## src/rtl/fl_prescaler_pkg.sv

```systemverilog
package fl_prescaler_pkg;

  localparam int NUM_RATES = 8;
  localparam int IDX_W     = $clog2(NUM_RATES);

  // nominal master clock cycles per 8 kHz frame, code order is the rate_o encoding
  function automatic int unsigned rate_count(input int idx);
    case (idx)
      0:       return 32;
      1:       return 64;
      2:       return 192;
      3:       return 193;
      4:       return 256;
      5:       return 320;
      6:       return 512;
      default: return 600;
    endcase
  endfunction

endpackage

```

## src/rtl/fl_frame_meter.sv

```systemverilog
module fl_frame_meter
  import fl_prescaler_pkg::*;
#(
  parameter int CNT_W  = 10,
  parameter int TOL    = 1,
  parameter int MARGIN = 8
) (
  input  logic             clk_i,
  input  logic             rst_ni,
  input  logic             pwr_up_i,
  input  logic             rise_i,
  output logic             lock_d_o,
  output logic             start_o,
  output logic             lost_o,
  output logic             locked_o,
  output logic [CNT_W-1:0] n_o,
  output logic [IDX_W-1:0] idx_o
);

  localparam logic [CNT_W-1:0] CNT_MAX  = {CNT_W{1'b1}};
  localparam logic [CNT_W+1:0] TOL_W    = (CNT_W+2)'(TOL);
  localparam logic [CNT_W+1:0] MARGIN_W = (CNT_W+2)'(MARGIN);

  logic [CNT_W-1:0] cnt_q;
  logic             armed_q;
  logic             locked_q;
  logic [CNT_W-1:0] n_q;
  logic [IDX_W-1:0] idx_q;

  logic [CNT_W+1:0] meas_w;
  logic [CNT_W+1:0] nom_w;
  logic             exact_hit, near_hit, match_ok;
  logic [IDX_W-1:0] exact_sel, near_sel, match_idx;

  assign meas_w = {2'b00, cnt_q} + (CNT_W+2)'(1);

  // descending scan so the lowest code wins within each class
  always_comb begin
    exact_hit = 1'b0;
    near_hit  = 1'b0;
    exact_sel = '0;
    near_sel  = '0;
    nom_w     = '0;
    for (int i = NUM_RATES - 1; i >= 0; i--) begin
      nom_w = (CNT_W+2)'(rate_count(i));
      if (meas_w == nom_w) begin
        exact_hit = 1'b1;
        exact_sel = IDX_W'(i);
      end
      if ((meas_w + TOL_W >= nom_w) && (meas_w <= nom_w + TOL_W)) begin
        near_hit = 1'b1;
        near_sel = IDX_W'(i);
      end
    end
  end

  assign match_ok  = exact_hit | near_hit;
  assign match_idx = exact_hit ? exact_sel : near_sel;

  assign start_o = pwr_up_i & rise_i & armed_q & match_ok;
  assign lost_o  = pwr_up_i & ~rise_i & locked_q &
                   (meas_w >= ({2'b00, n_q} + MARGIN_W));

  always_comb begin
    if (!pwr_up_i)   lock_d_o = 1'b0;
    else if (rise_i) lock_d_o = start_o;
    else if (lost_o) lock_d_o = 1'b0;
    else             lock_d_o = locked_q;
  end

  always_ff @(posedge clk_i or negedge rst_ni) begin
    if (!rst_ni) begin
      cnt_q    <= '0;
      armed_q  <= 1'b0;
      locked_q <= 1'b0;
      n_q      <= '0;
      idx_q    <= '0;
    end else begin
      locked_q <= lock_d_o;
      if (!pwr_up_i) begin
        cnt_q   <= '0;
        armed_q <= 1'b0;
      end else if (rise_i) begin
        cnt_q   <= '0;
        armed_q <= 1'b1;
        if (start_o) begin
          n_q   <= CNT_W'(rate_count(int'(match_idx)));
          idx_q <= match_idx;
        end
      end else if (cnt_q == CNT_MAX) begin
        armed_q <= 1'b0;
      end else begin
        cnt_q <= cnt_q + CNT_W'(1);
      end
    end
  end

  assign locked_o = locked_q;
  assign n_o      = n_q;
  assign idx_o    = idx_q;

  AST_LOCK_AT_EDGE: assert property (@(posedge clk_i) disable iff (!rst_ni)
    $rose(locked_q) |-> $past(rise_i && pwr_up_i));

  AST_NOMINAL_HELD: assert property (@(posedge clk_i) disable iff (!rst_ni)
    locked_q |-> (n_q >= CNT_W'(rate_count(0))));

endmodule

```

## src/rtl/fl_tick_gen.sv

```systemverilog
module fl_tick_gen #(
  parameter int CNT_W = 10,
  parameter int TICKS = 32
) (
  input  logic             clk_i,
  input  logic             rst_ni,
  input  logic             en_i,
  input  logic             start_i,
  input  logic [CNT_W-1:0] n_i,
  output logic             tick_o,
  output logic             strobe_o
);

  localparam int           TC_W    = $clog2(TICKS + 1);
  localparam logic [CNT_W:0] TICKS_W = (CNT_W+1)'(TICKS);
  localparam logic [TC_W-1:0] TICKS_C = TC_W'(TICKS);

  logic [CNT_W-1:0] acc_q;
  logic [TC_W-1:0]  tcnt_q;
  logic [CNT_W:0]   sum_w;
  logic             wrap_w;

  assign sum_w  = {1'b0, acc_q} + TICKS_W;
  assign wrap_w = sum_w >= {1'b0, n_i};

  always_ff @(posedge clk_i or negedge rst_ni) begin
    if (!rst_ni) begin
      acc_q    <= '0;
      tcnt_q   <= '0;
      tick_o   <= 1'b0;
      strobe_o <= 1'b0;
    end else if (start_i) begin
      acc_q    <= '0;
      tcnt_q   <= TC_W'(1);
      tick_o   <= 1'b1;
      strobe_o <= 1'b1;
    end else if (en_i) begin
      strobe_o <= 1'b0;
      if (wrap_w) begin
        acc_q <= CNT_W'(sum_w - {1'b0, n_i});
        if (tcnt_q < TICKS_C) begin
          tick_o <= 1'b1;
          tcnt_q <= tcnt_q + TC_W'(1);
        end else begin
          tick_o <= 1'b0;
        end
      end else begin
        acc_q  <= CNT_W'(sum_w);
        tick_o <= 1'b0;
      end
    end else begin
      tick_o   <= 1'b0;
      strobe_o <= 1'b0;
    end
  end

  AST_TICK_CAP: assert property (@(posedge clk_i) disable iff (!rst_ni)
    tcnt_q <= TICKS_C);

  AST_ACC_RANGE: assert property (@(posedge clk_i) disable iff (!rst_ni)
    (en_i && !start_i) |-> (acc_q < n_i));

endmodule

```

## src/rtl/fl_power_ctrl.sv

```systemverilog
module fl_power_ctrl #(
  parameter int TX_FRAMES = 2
) (
  input  logic clk_i,
  input  logic rst_ni,
  input  logic pwr_up_i,
  input  logic rise_i,
  input  logic lost_i,
  output logic standby_o,
  output logic tx_en_o
);

  localparam int             FC_W  = $clog2(TX_FRAMES + 1);
  localparam logic [FC_W-1:0] FC_MAX = FC_W'(TX_FRAMES);

  logic            sb_q;
  logic [FC_W-1:0] fcnt_q;

  always_ff @(posedge clk_i or negedge rst_ni) begin
    if (!rst_ni) begin
      sb_q   <= 1'b1;
      fcnt_q <= '0;
    end else if (!pwr_up_i || lost_i) begin
      sb_q   <= 1'b1;
      fcnt_q <= '0;
    end else if (rise_i) begin
      if (sb_q) begin
        sb_q   <= 1'b0;
        fcnt_q <= '0;
      end else if (fcnt_q != FC_MAX) begin
        fcnt_q <= fcnt_q + FC_W'(1);
      end
    end
  end

  assign standby_o = sb_q;
  assign tx_en_o   = ~sb_q & (fcnt_q == FC_MAX);

  AST_PWR_DOWN: assert property (@(posedge clk_i) disable iff (!rst_ni)
    !pwr_up_i |=> (standby_o && !tx_en_o));

  AST_TX_AWAKE: assert property (@(posedge clk_i) disable iff (!rst_ni)
    tx_en_o |-> !standby_o);

  AST_WAKE_ON_EDGE: assert property (@(posedge clk_i) disable iff (!rst_ni)
    $fell(standby_o) |-> $past(rise_i && pwr_up_i));

endmodule

```

## src/rtl/fl_prescaler.sv

```systemverilog
module fl_prescaler
  import fl_prescaler_pkg::*;
#(
  parameter int CNT_W     = 10,
  parameter int TICKS     = 32,
  parameter int TOL       = 1,
  parameter int MARGIN    = 8,
  parameter int TX_FRAMES = 2
) (
  input  logic             clk_i,
  input  logic             rst_ni,
  input  logic             fsync_i,
  input  logic             pwr_up_i,
  output logic             tick_o,
  output logic             strobe_o,
  output logic             locked_o,
  output logic [IDX_W-1:0] rate_o,
  output logic             standby_o,
  output logic             tx_en_o
);

  logic             fs_q;
  logic             rise_w;
  logic             lock_d_w, start_w, lost_w;
  logic [CNT_W-1:0] n_w;

  always_ff @(posedge clk_i or negedge rst_ni) begin
    if (!rst_ni) fs_q <= 1'b0;
    else         fs_q <= fsync_i;
  end

  assign rise_w = fsync_i & ~fs_q;

  fl_frame_meter #(
    .CNT_W (CNT_W),
    .TOL   (TOL),
    .MARGIN(MARGIN)
  ) u_meter (
    .clk_i   (clk_i),
    .rst_ni  (rst_ni),
    .pwr_up_i(pwr_up_i),
    .rise_i  (rise_w),
    .lock_d_o(lock_d_w),
    .start_o (start_w),
    .lost_o  (lost_w),
    .locked_o(locked_o),
    .n_o     (n_w),
    .idx_o   (rate_o)
  );

  fl_tick_gen #(
    .CNT_W(CNT_W),
    .TICKS(TICKS)
  ) u_ticks (
    .clk_i   (clk_i),
    .rst_ni  (rst_ni),
    .en_i    (lock_d_w),
    .start_i (start_w),
    .n_i     (n_w),
    .tick_o  (tick_o),
    .strobe_o(strobe_o)
  );

  fl_power_ctrl #(
    .TX_FRAMES(TX_FRAMES)
  ) u_power (
    .clk_i    (clk_i),
    .rst_ni   (rst_ni),
    .pwr_up_i (pwr_up_i),
    .rise_i   (rise_w),
    .lost_i   (lost_w),
    .standby_o(standby_o),
    .tx_en_o  (tx_en_o)
  );

  AST_TICK_LOCKED: assert property (@(posedge clk_i) disable iff (!rst_ni)
    tick_o |-> locked_o);

  AST_STROBE_PULSE: assert property (@(posedge clk_i) disable iff (!rst_ni)
    strobe_o |=> !strobe_o);

  AST_STROBE_TICK: assert property (@(posedge clk_i) disable iff (!rst_ni)
    strobe_o |-> (tick_o && locked_o));

  AST_LOCK_AWAKE: assert property (@(posedge clk_i) disable iff (!rst_ni)
    locked_o |-> !standby_o);

endmodule

```

## config.mk

```make
export PLATFORM = sky130hd
export DESIGN_NAME = fl_prescaler
export DESIGN_NICKNAME = d
export VERILOG_FILES = /design/src/rtl/fl_prescaler_pkg.sv /design/src/rtl/fl_frame_meter.sv /design/src/rtl/fl_tick_gen.sv /design/src/rtl/fl_power_ctrl.sv /design/src/rtl/fl_prescaler.sv
export SDC_FILE = /design/constraint.sdc
export NUM_CORES = 1
export LEC_CHECK = 0
export ABC_CLOCK_PERIOD_IN_PS = 3200
export CORE_ASPECT_RATIO = 1.4
export CORE_UTILIZATION = 50
export DETAILED_ROUTE_END_ITERATION = 10
export GPL_ROUTABILITY_DRIVEN = 0
export GPL_TIMING_DRIVEN = 0
export PLACE_DENSITY = 0.69
export SKIP_CTS_REPAIR_TIMING = 1
export SYNTH_ARGS = -nofsm -noshare
export SYNTH_HDL_FRONTEND = slang
export SYNTH_SLANG_ARGS = --single-unit
```

## constraint.sdc

```tcl
create_clock -name clk_i -period 3.2 [get_ports clk_i]
set_input_delay 0.32 -clock clk_i [delete_from_list [all_inputs] [get_ports clk_i]]
set_output_delay 0.32 -clock clk_i [all_outputs]
set_load 0.005 [all_outputs]
```

Yosys cells after proc, flatten, opt, wreduce, memory -nomap -nowiden --
Index checks and enable logic that the tools add are counted. W data, S select, Z words.
Word-level totals: word-level logic and storage cells 150, output and inout bits 8, bits of input ports 4, register bits 47
Cells by class: multiplexer cells 61, bitwise operators 12, eq/ne operators 19, $add $sub $neg 8, $lt $le $gt $ge 19, reduce and logical (&&, ||, !) cells 19
Operators with widths (count):
- $pmux W10 S7 | 1
- $mux W10 | 6
- $mux W3 | 17
- $mux W1 | 29
- $eq A12 B10 Y1 const B | 2
- $eq A12 B8 Y1 const B | 2
- $eq A12 B9 Y1 const B | 2
- $ge A12 B10 Y1 const B | 2
- $ge A12 B8 Y1 const B | 2
- $ge A12 B9 Y1 const B | 2
- $le A12 B10 Y1 const B | 2
- $le A12 B8 Y1 const B | 2
- $le A12 B9 Y1 const B | 2
- $mux W6 | 4
- $add A12 B1 Y12 const B | 1
- $eq A12 B6 Y1 const B | 1
- $eq A12 B7 Y1 const B | 1
- $ge A12 B12 Y1 | 1
- $ge A12 B6 Y1 const B | 1
- $ge A12 B7 Y1 const B | 1
- $le A12 B6 Y1 const B | 1
- $le A12 B7 Y1 const B | 1
- $add A10 B1 Y11 const B | 1
- $add A10 B4 Y11 const B | 1
- other kinds (27) | 53

Depth between registers and ports, before layout --
Gate-level depths: netlist of the first run.
word-level depth 18, mapped depth 17, depth with buffers taken out 13

Modules after synthesis --
From an unflattened synthesis of the first run, not the netlist that was laid out.
Unflattened totals: cell total of the unflattened synthesis 529, area total of the unflattened synthesis 4351.7 um2
By module, submodules not included:
- fl_frame_meter | cells an instance 347, area each 2756.4 um2, sequential area each 550.5 um2, instances 1
- fl_tick_gen | cells an instance 163, area each 1392.6 um2, sequential area each 450.4 um2, instances 1
- fl_power_ctrl | cells an instance 17, area each 163.9 um2, sequential area each 76.3 um2, instances 1
- fl_prescaler | cells an instance 2, area each 38.8 um2, sequential area each 25.0 um2, instances 1

Worst setup path before layout of the first run --
OpenSTA, ideal clock, no wires.
path kind register to register, start register u_meter.cnt_q[0], end register u_ticks.tcnt_q[4], library setup time 119 ps, required time 3081 ps, arrival time 3105 ps, clock period less this slack 3223 ps, buffers on the path 2, cell stages (with the launch flop) 15, path slack -23 ps, path through dfrtp_1 buf_2 and3_1 buf_2 a31oi_1 nor2_1 inv_2 ha_1 nor3_1 a2111oi_0 o21a_1 nor4_1 nand4_1 xor2_1 nor2_2
On the way: word-level cells in the longest chain between the ends 18, elaborated cells on any way between the ends 62, those cells by class 2 x add/sub; 17 x order compare; 8 x eq/ne; 20 x mux; 3 x bitwise; 12 x reduce/logical
Ends and longest elaborated chain:
- from (decl) | line fl_frame_meter.sv:24 | logic [CNT_W-1:0] cnt_q;
- from (signal assigned) | line fl_frame_meter.sv:93 | cnt_q <= cnt_q + CNT_W'(1);
- $add A10 B1 Y11 (*) | line fl_frame_meter.sv:35 | assign meas_w = {2'b00, cnt_q} + (CNT_W+2)'(1);
- $add A12 B1 Y12 | line fl_frame_meter.sv:50 | if ((meas_w + TOL_W >= nom_w) && (meas_w <= nom_w + TOL_W)) begin
- $ge A12 B10 Y1 | line fl_frame_meter.sv:50
- $logic_and A1 B1 Y1 | line fl_frame_meter.sv:50
- $mux W1 (8 in series) | line fl_frame_meter.sv:50
- $or A1 B1 Y1 | line fl_frame_meter.sv:57 | assign match_ok = exact_hit | near_hit;
- $and A1 B1 Y1 | line fl_frame_meter.sv:60 | assign start_o = pwr_up_i & rise_i & armed_q & match_ok;
- $mux W1 | line fl_frame_meter.sv:66 | else if (rise_i) lock_d_o = start_o;
- $mux W1 | line fl_frame_meter.sv:65 | if (!pwr_up_i) lock_d_o = 1'b0;
- $reduce_bool A2 Y1 (no line)
- $reduce_and A3 Y1 (no line)
- to (signal assigned) | line fl_tick_gen.sv:43 | tcnt_q <= tcnt_q + TC_W'(1);
- to (decl) | line fl_tick_gen.sv:19 | logic [TC_W-1:0] tcnt_q;
Mark *: on every way between the ends. The rest lies on a longest branch, timed or not. A chain may end at the register's enable or synchronous reset.

Worst setup path after layout of the first run --
start register u_meter.cnt_q[0], end register u_meter.n_q[9] (netlist: u_meter.n_o[9])
On the way: word-level cells in the longest chain between the ends 15, elaborated cells on any way between the ends 78, those cells by class 2 x add/sub; 16 x order compare; 14 x eq/ne; 34 x mux; 2 x bitwise; 10 x reduce/logical
Ends and longest elaborated chain:
- $add A10 B1 Y11 (*) | line fl_frame_meter.sv:35
- $add A12 B1 Y12 | line fl_frame_meter.sv:50
- $ge A12 B10 Y1 | line fl_frame_meter.sv:50
- $logic_and A1 B1 Y1 | line fl_frame_meter.sv:50
- $mux W3 / $mux W1 (equally long branches) (8 in series) | line fl_frame_meter.sv:50
- $mux W3 / $or A1 B1 Y1 (equally long branches) | line fl_frame_meter.sv:58, fl_frame_meter.sv:57
- $eq A3 B3 Y1, or another cell as far along | line fl_prescaler_pkg.sv:8 | case (idx)
- $pmux W10 S7 / $reduce_and A3 Y1 (equally long branches)
- to (signal assigned) | line fl_frame_meter.sv:87 | n_q <= CNT_W'(rate_count(int'(match_idx)));
- to (decl) | line fl_frame_meter.sv:27 | logic [CNT_W-1:0] n_q;
Marked as above.

==> results.tsv, run 1 <==
stage	metric	value	unit
clock_tree	TritonCTS Buffers	5	
cells_and_area	area grow syn2layout	28.2	%
route	TritonRoute pass-1 iters	5	
route	final wirelength	12400	µm
global_routing	maximum number of pins on one net before global-route repair	40	
logic_synthesis	#FFs+latches synth	44	
power_and_ir_drop	Leak Pwr	2.22	nW
logic_synthesis	Mapped Area	4140	µm²
worst_setup_path	worst-path fanout max	8	
logic_synthesis	post-synthesis cell type with the largest combined area	dfrtp_1	
logic_synthesis	synthesized net count	501	
timing	f_max	0.275	GHz
clock_tree	Clock Path Buffers	2	
global_routing	Tot GR Track Use	28.0	%
power_and_ir_drop	Worst VDD drop	0.000230	V
timing	final setup margin	-0.443	ns
floorplanning	chip width	78.9	µm
timing	Slew Limit Headroom	47.0	%
placement	port buffer count	11	
clock_tree	clk slew on worst S/H paths	0.10	ns
clock_tree	clk sinks	44	
route	drt via density	6.41	
cells_and_area	fillers	656	
cells_and_area	design area	5310	µm²
floorplanning	Starting Density	52.5	%
worst_setup_path	CP Class	reg2reg	
worst_setup_path	Worst Path Arrival	3.84	ns
floorplanning	die height	110	µm
timing	Slew @ Worst Pin	0.785	ns
logic_synthesis	Netlist cell types	87	
timing	Final Skew	0.0162	ns
clock_tree	Worst-Skew Late Latency	0.32	ns
logic_synthesis	async set-reset flop share out of synthesis	100	%
worst_setup_path	Worst setup EP type	register	
logic_synthesis	Ys Warns	0	
timing	RSZ-0062 raised after global routing	true	
clock_tree	CTS tree	built	
placement	DPL Wire Length	8370	µm
logic_synthesis	Area contributors post-synth	dfrtp_1 26%, ha_1 8.2%, xnor2_1 4.0%	
logic_synthesis	Post-synth EDFFs	0	
route	Metal-1 WL	4550	µm
outcome	status	finished, violations left	
global_routing	vias in the first global route	3884	
route	initial DRC count	262	
floorplanning	die area	8650	µm²
global_routing	initial antenna violation count	0	
timing	final period utilization	114	%
logic_synthesis	Mapped Avg Cell Area	8.81	µm²
logic_synthesis	sequential share of the synthesized area	26.6	%
global_routing	total grt overflow	0	
route	Routed met3 length	536	µm
cells_and_area	share of cells above drive strength 1	30.5	%
timing	Min Clock Period, post-route	3.64	ns
cells_and_area	antenna cell count	0	
route	DRC	0	
global_routing	first-pass GRT wire length	18600	µm
timing	Hold Violations, Final	0	
clock_tree	Root Driver	clkbuf_8	
worst_setup_path	Req. time, crit path	3.39	ns
route	DR WL/cell	19.8	µm
power_and_ir_drop	PwrDens	228	nW/µm²
logic_synthesis	Post-Syn Instances	470	
worst_setup_path	crit start category	register	
floorplanning	Ports	12	
outcome	failing checks	negative setup slack	
run	max_cap viols	0	
route	top routing layer used	met4	
logic_synthesis	top cell type's share of synthesized area	26.0	%
timing	max-slew violations	0	
power_and_ir_drop	Total Power	1.21	mW
placement	Place WS	-0.681	ns
floorplanning	Rows	38	
cells_and_area	Final Net Count	555	
hold_path	Min-Delay Path Class	in2async	
route	metal2 WL	6520	µm
worst_setup_path	flop-to-flop setup slack	-0.44	ns
route	Via Count	4009	
worst_setup_path	Reg2Reg Depth	16	
timing	Setup violations, final	28	
route	post-route ant nets	0	
logic_synthesis	Post-synth top flop	dfrtp_1	
clock_tree	htree depth	2	
placement	Placed Area	4400	µm²
floorplanning	core box area	7890	µm²
[synthesized netlist by cell type, types with 4 or more instances]
library cell   n
dfrtp_1       43
inv_1         26
a211oi_2       4
ha_1          27
nor2_1        32
buf_2         10
buf_4          4
a21o_1         6
nand2_1       34
buf_6          5
nor2b_1        9
nor3_1        20
and3_1         5
o31ai_1        6
mux2i_1       11
o22ai_1        6
mux2_2         8
and2_1         4
a21oi_1       24
a31oi_1        9
nor2_2         8
nand3_1       15
nand4_1       10
xor2_1         7
nand2b_1       5
o21bai_1       4
xnor2_1       19
o21ai_0       14
[where the power goes]
part / switching (mW) / leakage (nW) / internal [mW] / total [mW]
clock network: 0.235 / 0.0548 / 0.236 / 0.471
logic: 0.0923 / 1.59 / 0.0726 / 0.165
registers: 0.00968 / 0.578 / 0.566 / 0.575
total: 0.337 / 2.22 / 0.874 / 1.21
[state kept, by name, summed over array words and instances, names as in the netlist]
register and flops:
u_meter.idx_o 3, u_meter.locked_o 1, fs_q 1, u_ticks.tcnt_q 6
u_ticks.acc_q 10, u_power.standby_o 1, u_ticks.strobe_o 1, u_ticks.tick_o 1
u_power.fcnt_q 2, u_meter.armed_q 1, u_meter.cnt_q 10, u_meter.n_o 7
[per-stage QoR]
| step | setup TNS [ns] | hold WS, ns | cells | utilization (%) |
|---|---|---|---|---|
| finish | -9.75 | 0.361 | 625 | 67.3 |
| global route | -12.99 | 0.369 | 625 | 67.3 |
| floorplan | 0 | 0.0244 | 470 | - |
| detailed placement | -17.80 | 0.178 | 582 | 55.7 |
| global placement | -17.33 | 0.494 | 581 | 55.5 |
| CTS | -19.62 | -0.181 | 590 | 57.2 |
[cells in the final DEF (no fill, tap or decap), types with 5 or more instances in the layout]
cell type         n
nand2_1          33
o22ai_1           5
mux2_2            8
nand4_1          10
nor2_4           11
and3_1            5
nand3_1          14
nor2b_1           8
xnor2_1          16
ha_1             25
clkbuf_8          5
dfrtp_1          41
a31oi_1           7
buf_2             5
buf_6             6
clkdlybuf4s50_1  10
o21ai_0          12
mux2i_1          10
o31ai_1           5
a21oi_1          24
xor2_1            5
nor2_1           28
buf_4            32
inv_1            24
nor3_1           17
a21o_1            6
[worst paths after layout]
| kind | from | end |
|---|---|---|
| max reg2reg | u_meter.cnt_q[0] | u_meter.n_o[9] |
| max | u_meter.cnt_q[0] | u_meter.n_o[9] |
| min in group clk_i | fsync_i | fs_q |
| min reg2reg | u_meter.idx_o[2] | u_meter.idx_o[2] |
| min | rst_ni | u_meter.cnt_q[5] |
| max in group asynchronous | rst_ni | u_power.standby_o |
[cells by family (layout without fill, tap and decap cells)]
logic type                 count (synthesis)  after routing  share of synthesized area (%)
AOI/OAI and AO/OA                        126            126                           22.8
xor gates and xnor gates                  29             29                           6.86
adders and majority gates                 27             27                           8.16
buffers and inverters                     51            106                           6.26
DFF                                       44             44                           26.6
muxes                                     19             19                           4.84
and+or+nand+nor                          174            174                           24.5
[layout make-up]
type / count / area (µm²) / share of cell area [%]
Sequential cell: 44 / 1100 / 20.8
Buffer: 20 / 196 / 3.70
Clock buffer: 5 / 68.8 / 1.30
Clock inverter: 3 / 46.3 / 0.872
Multi-Input combinational cell: 375 / 3160 / 59.6
Timing Repair Buffer: 48 / 484 / 9.12
Tap cell: 100 / 125 / 2.36
Inverter: 30 / 119 / 2.24
[critical path: stages, from the launching register on]
cell and delay, ns:
dfrtp_2 0.44, buf_6 0.16, clkinvlp_4 0.13, ha_4 0.32
nand2b_4 0.08, nor3b_4 0.25, xor3_1 0.34, o2111ai_1 0.21
a31o_1 0.19, a32oi_2 0.14, nor2_2 0.21, nor2_4 0.07
o311ai_4 0.42, inv_4 0.14, buf_12 0.16, clkbuf_16 0.14
mux2i_1 0.11
[layer usage]
metal | vias to the layer above | global-route usage, %
met2 | 159 | 49.4
met1 | 1942 | 30.8
met4 | 0 | 19.6
met5 | - | 0
li1 | 1851 | -
met3 | 57 | 3.82
(Power assumes the default switching activity.)
==> run 2: changes to the inputs <==
CAP_MARGIN = 20   (was unset)
GPL_TIMING_DRIVEN = unset   (was 0)
==> results.tsv, run 2 (synthesis results as in run 1) <==
stage	metric	value	unit
timing	Final Skew	0.00864	ns
power_and_ir_drop	Leak Pwr	2.38	nW
worst_setup_path	launching point of the worst reg2reg path	u_meter.cnt_q[0]	
clock_tree	Clock Path Buffers	2	
cells_and_area	share of cells above drive strength 1	36.3	%
route	drt via density	6.08	
hold_path	Min-Delay Path Class	in2async	
worst_setup_path	RR Endpoint	u_meter.n_o[4]	
timing	final setup margin	-0.0394	ns
worst_setup_path	Worst Setup SP	u_meter.cnt_q[0]	
cells_and_area	most common cell after layout, fill and taps aside	buf_4	
route	initial DRC count	272	
timing	final period utilization	101	%
clock_tree	CTS tree	built	
clock_tree	htree depth	2	
floorplanning	Starting Density	52.5	%
global_routing	maximum number of pins on one net before global-route repair	45	
placement	Place WS	-0.0923	ns
worst_setup_path	Worst Path Arrival	3.47	ns
timing	Setup violations, final	7	
route	DR WL/cell	18.2	µm
route	final wirelength	12300	µm
route	DRC	0	
clock_tree	TritonCTS Buffers	5	
worst_setup_path	Slowest-stage cell, CP	dfrtp_1	
cells_and_area	commonest cells after routing, fill and taps aside	98 x buf_4, 39 x dfrtp_1, 33 x nand2_1	
power_and_ir_drop	Worst VDD drop	0.000168	V
cells_and_area	antenna cell count	0	
cells_and_area	Final Net Count	605	
timing	max-slew violations	0	
global_routing	initial antenna violation count	0	
worst_setup_path	Crit path max-delay family	compound AO/OA/AOI/OAI gates	
floorplanning	die area	8650	µm²
clock_tree	Worst-Skew Late Latency	0.31	ns
power_and_ir_drop	PwrDens	205	nW/µm²
worst_setup_path	worst-path fanout max	7	
worst_setup_path	Worst setup endpoint	u_meter.n_o[4]	
global_routing	Tot GR Track Use	28.6	%
worst_setup_path	crit start category	register	
clock_tree	Root Driver	clkbuf_8	
power_and_ir_drop	Total Power	1.11	mW
worst_setup_path	Worst setup EP type	register	
clock_tree	clk slew on worst S/H paths	0.08	ns
outcome	failing checks	negative setup slack	
timing	Min Clock Period, post-route	3.24	ns
worst_setup_path	flop-to-flop setup slack	-0.04	ns
floorplanning	core box area	7890	µm²
placement	DPL Wire Length	9420	µm
worst_setup_path	Crit path depth	15	
timing	RSZ-0062 raised after global routing	true	
floorplanning	Rows	38	
global_routing	vias in the first global route	4079	
route	Via Count	4101	
cells_and_area	Final Util	68.8	%
worst_setup_path	WP buf/inv	5	
global_routing	met1 usage	29.9	%
worst_setup_path	Reg2Reg Depth	15	
outcome	status	finished, violations left	
worst_setup_path	CP Class	reg2reg	
timing	Hold Violations, Final	0	
worst_setup_path	Req. time, crit path	3.43	ns
cells_and_area	fillers	635	
global_routing	met2 GRT Util	52.9	%
cells_and_area	Layout Cells excl Fill	675	
worst_setup_path	cells along the critical path	buf_6, and3_1, a31oi_1, a211o_1, nor4_4, buf_4, o2bb2ai_1, a32oi_1, buf_4, o31ai_2, o31ai_1, buf_4, buf_4, nand3b_1, mux2i_1	
floorplanning	chip width	78.9	µm
route	TritonRoute pass-1 iters	6	
timing	Slew Limit Headroom	64.0	%
global_routing	routing usage on met3	2.90	%
worst_setup_path	cell mode on critical path	buf_4	
timing	final hold slack	0.367	ns
timing	f_max	0.309	GHz
global_routing	total grt overflow	0	
placement	port buffer count	11	
cells_and_area	area grow syn2layout	31.2	%
global_routing	busiest grt layer	met2	
clock_tree	clk sinks	44	
placement	placed insts	652	
worst_setup_path	slowest stage delay, CP	0.43	ns
route	post-route ant nets	0	
floorplanning	Ports	12	
run	max_cap viols	0	
timing	Slew @ Worst Pin	0.534	ns
global_routing	first-pass GRT wire length	19000	µm
floorplanning	die height	110	µm
==> run 2: cell types whose count changed in the layout (fill, tap and decap cells not counted), sizes merged <==
cell    delta
buf       +57
bufinv     -1
clkbuf     -6
==> run 2: where the power goes <==
part | internal, mW | switching, mW
Sequential | 0.566 | 0.0104
Combinational | 0.0695 | 0.0885
Clock | 0.175 | 0.205
==> run 2: worst min-delay path by stage <==
stage	start	to	slack (ns)
floorplan	rst_ni	fs_q	0.02
global placement	u_meter.idx_o[2]	u_meter.idx_o[2]	0.51
detailed placement	u_meter.idx_o[2]	u_meter.idx_o[2]	0.50
CTS	rst_ni	u_ticks.tcnt_q[2]	0.20
global route	rst_ni	u_meter.cnt_q[1]	0.38
finish	rst_ni	u_meter.cnt_q[2]	0.37
==> run 2: through the flow <==
| step | instance area (µm²) | setup TNS, ns |
|---|---|---|
| after floorplan | 4150 | 0 |
| after global placement | 4940 | -0.0167 |
| after detailed placement | 4940 | -0.948 |
| after CTS | 5030 | -1.26 |
| after global routing | 5430 | -1.93 |
| final | 5430 | -0.169 |
==> run 2: layout make-up <==
type | instances | area (µm²) | share of cell area, %
multi-input cells | 375 | 3030 | 55.9
clock buffers | 6 | 82.6 | 1.52
inverters | 30 | 115 | 2.12
clock inverters | 2 | 15.0 | 0.276
flip-flops and latches | 44 | 1110 | 20.4
well taps | 100 | 125 | 2.30
repair buffers | 118 | 952 | 17.5
==> run 2: per-layer routing <==
layer | part of all wire (%) | vias up
met2 | 52 | 119
met3 | 2.7 | 67
met1 | 38 | 1972
met5 | 0 | -
met4 | 7.5 | 0
li1 | - | 1943
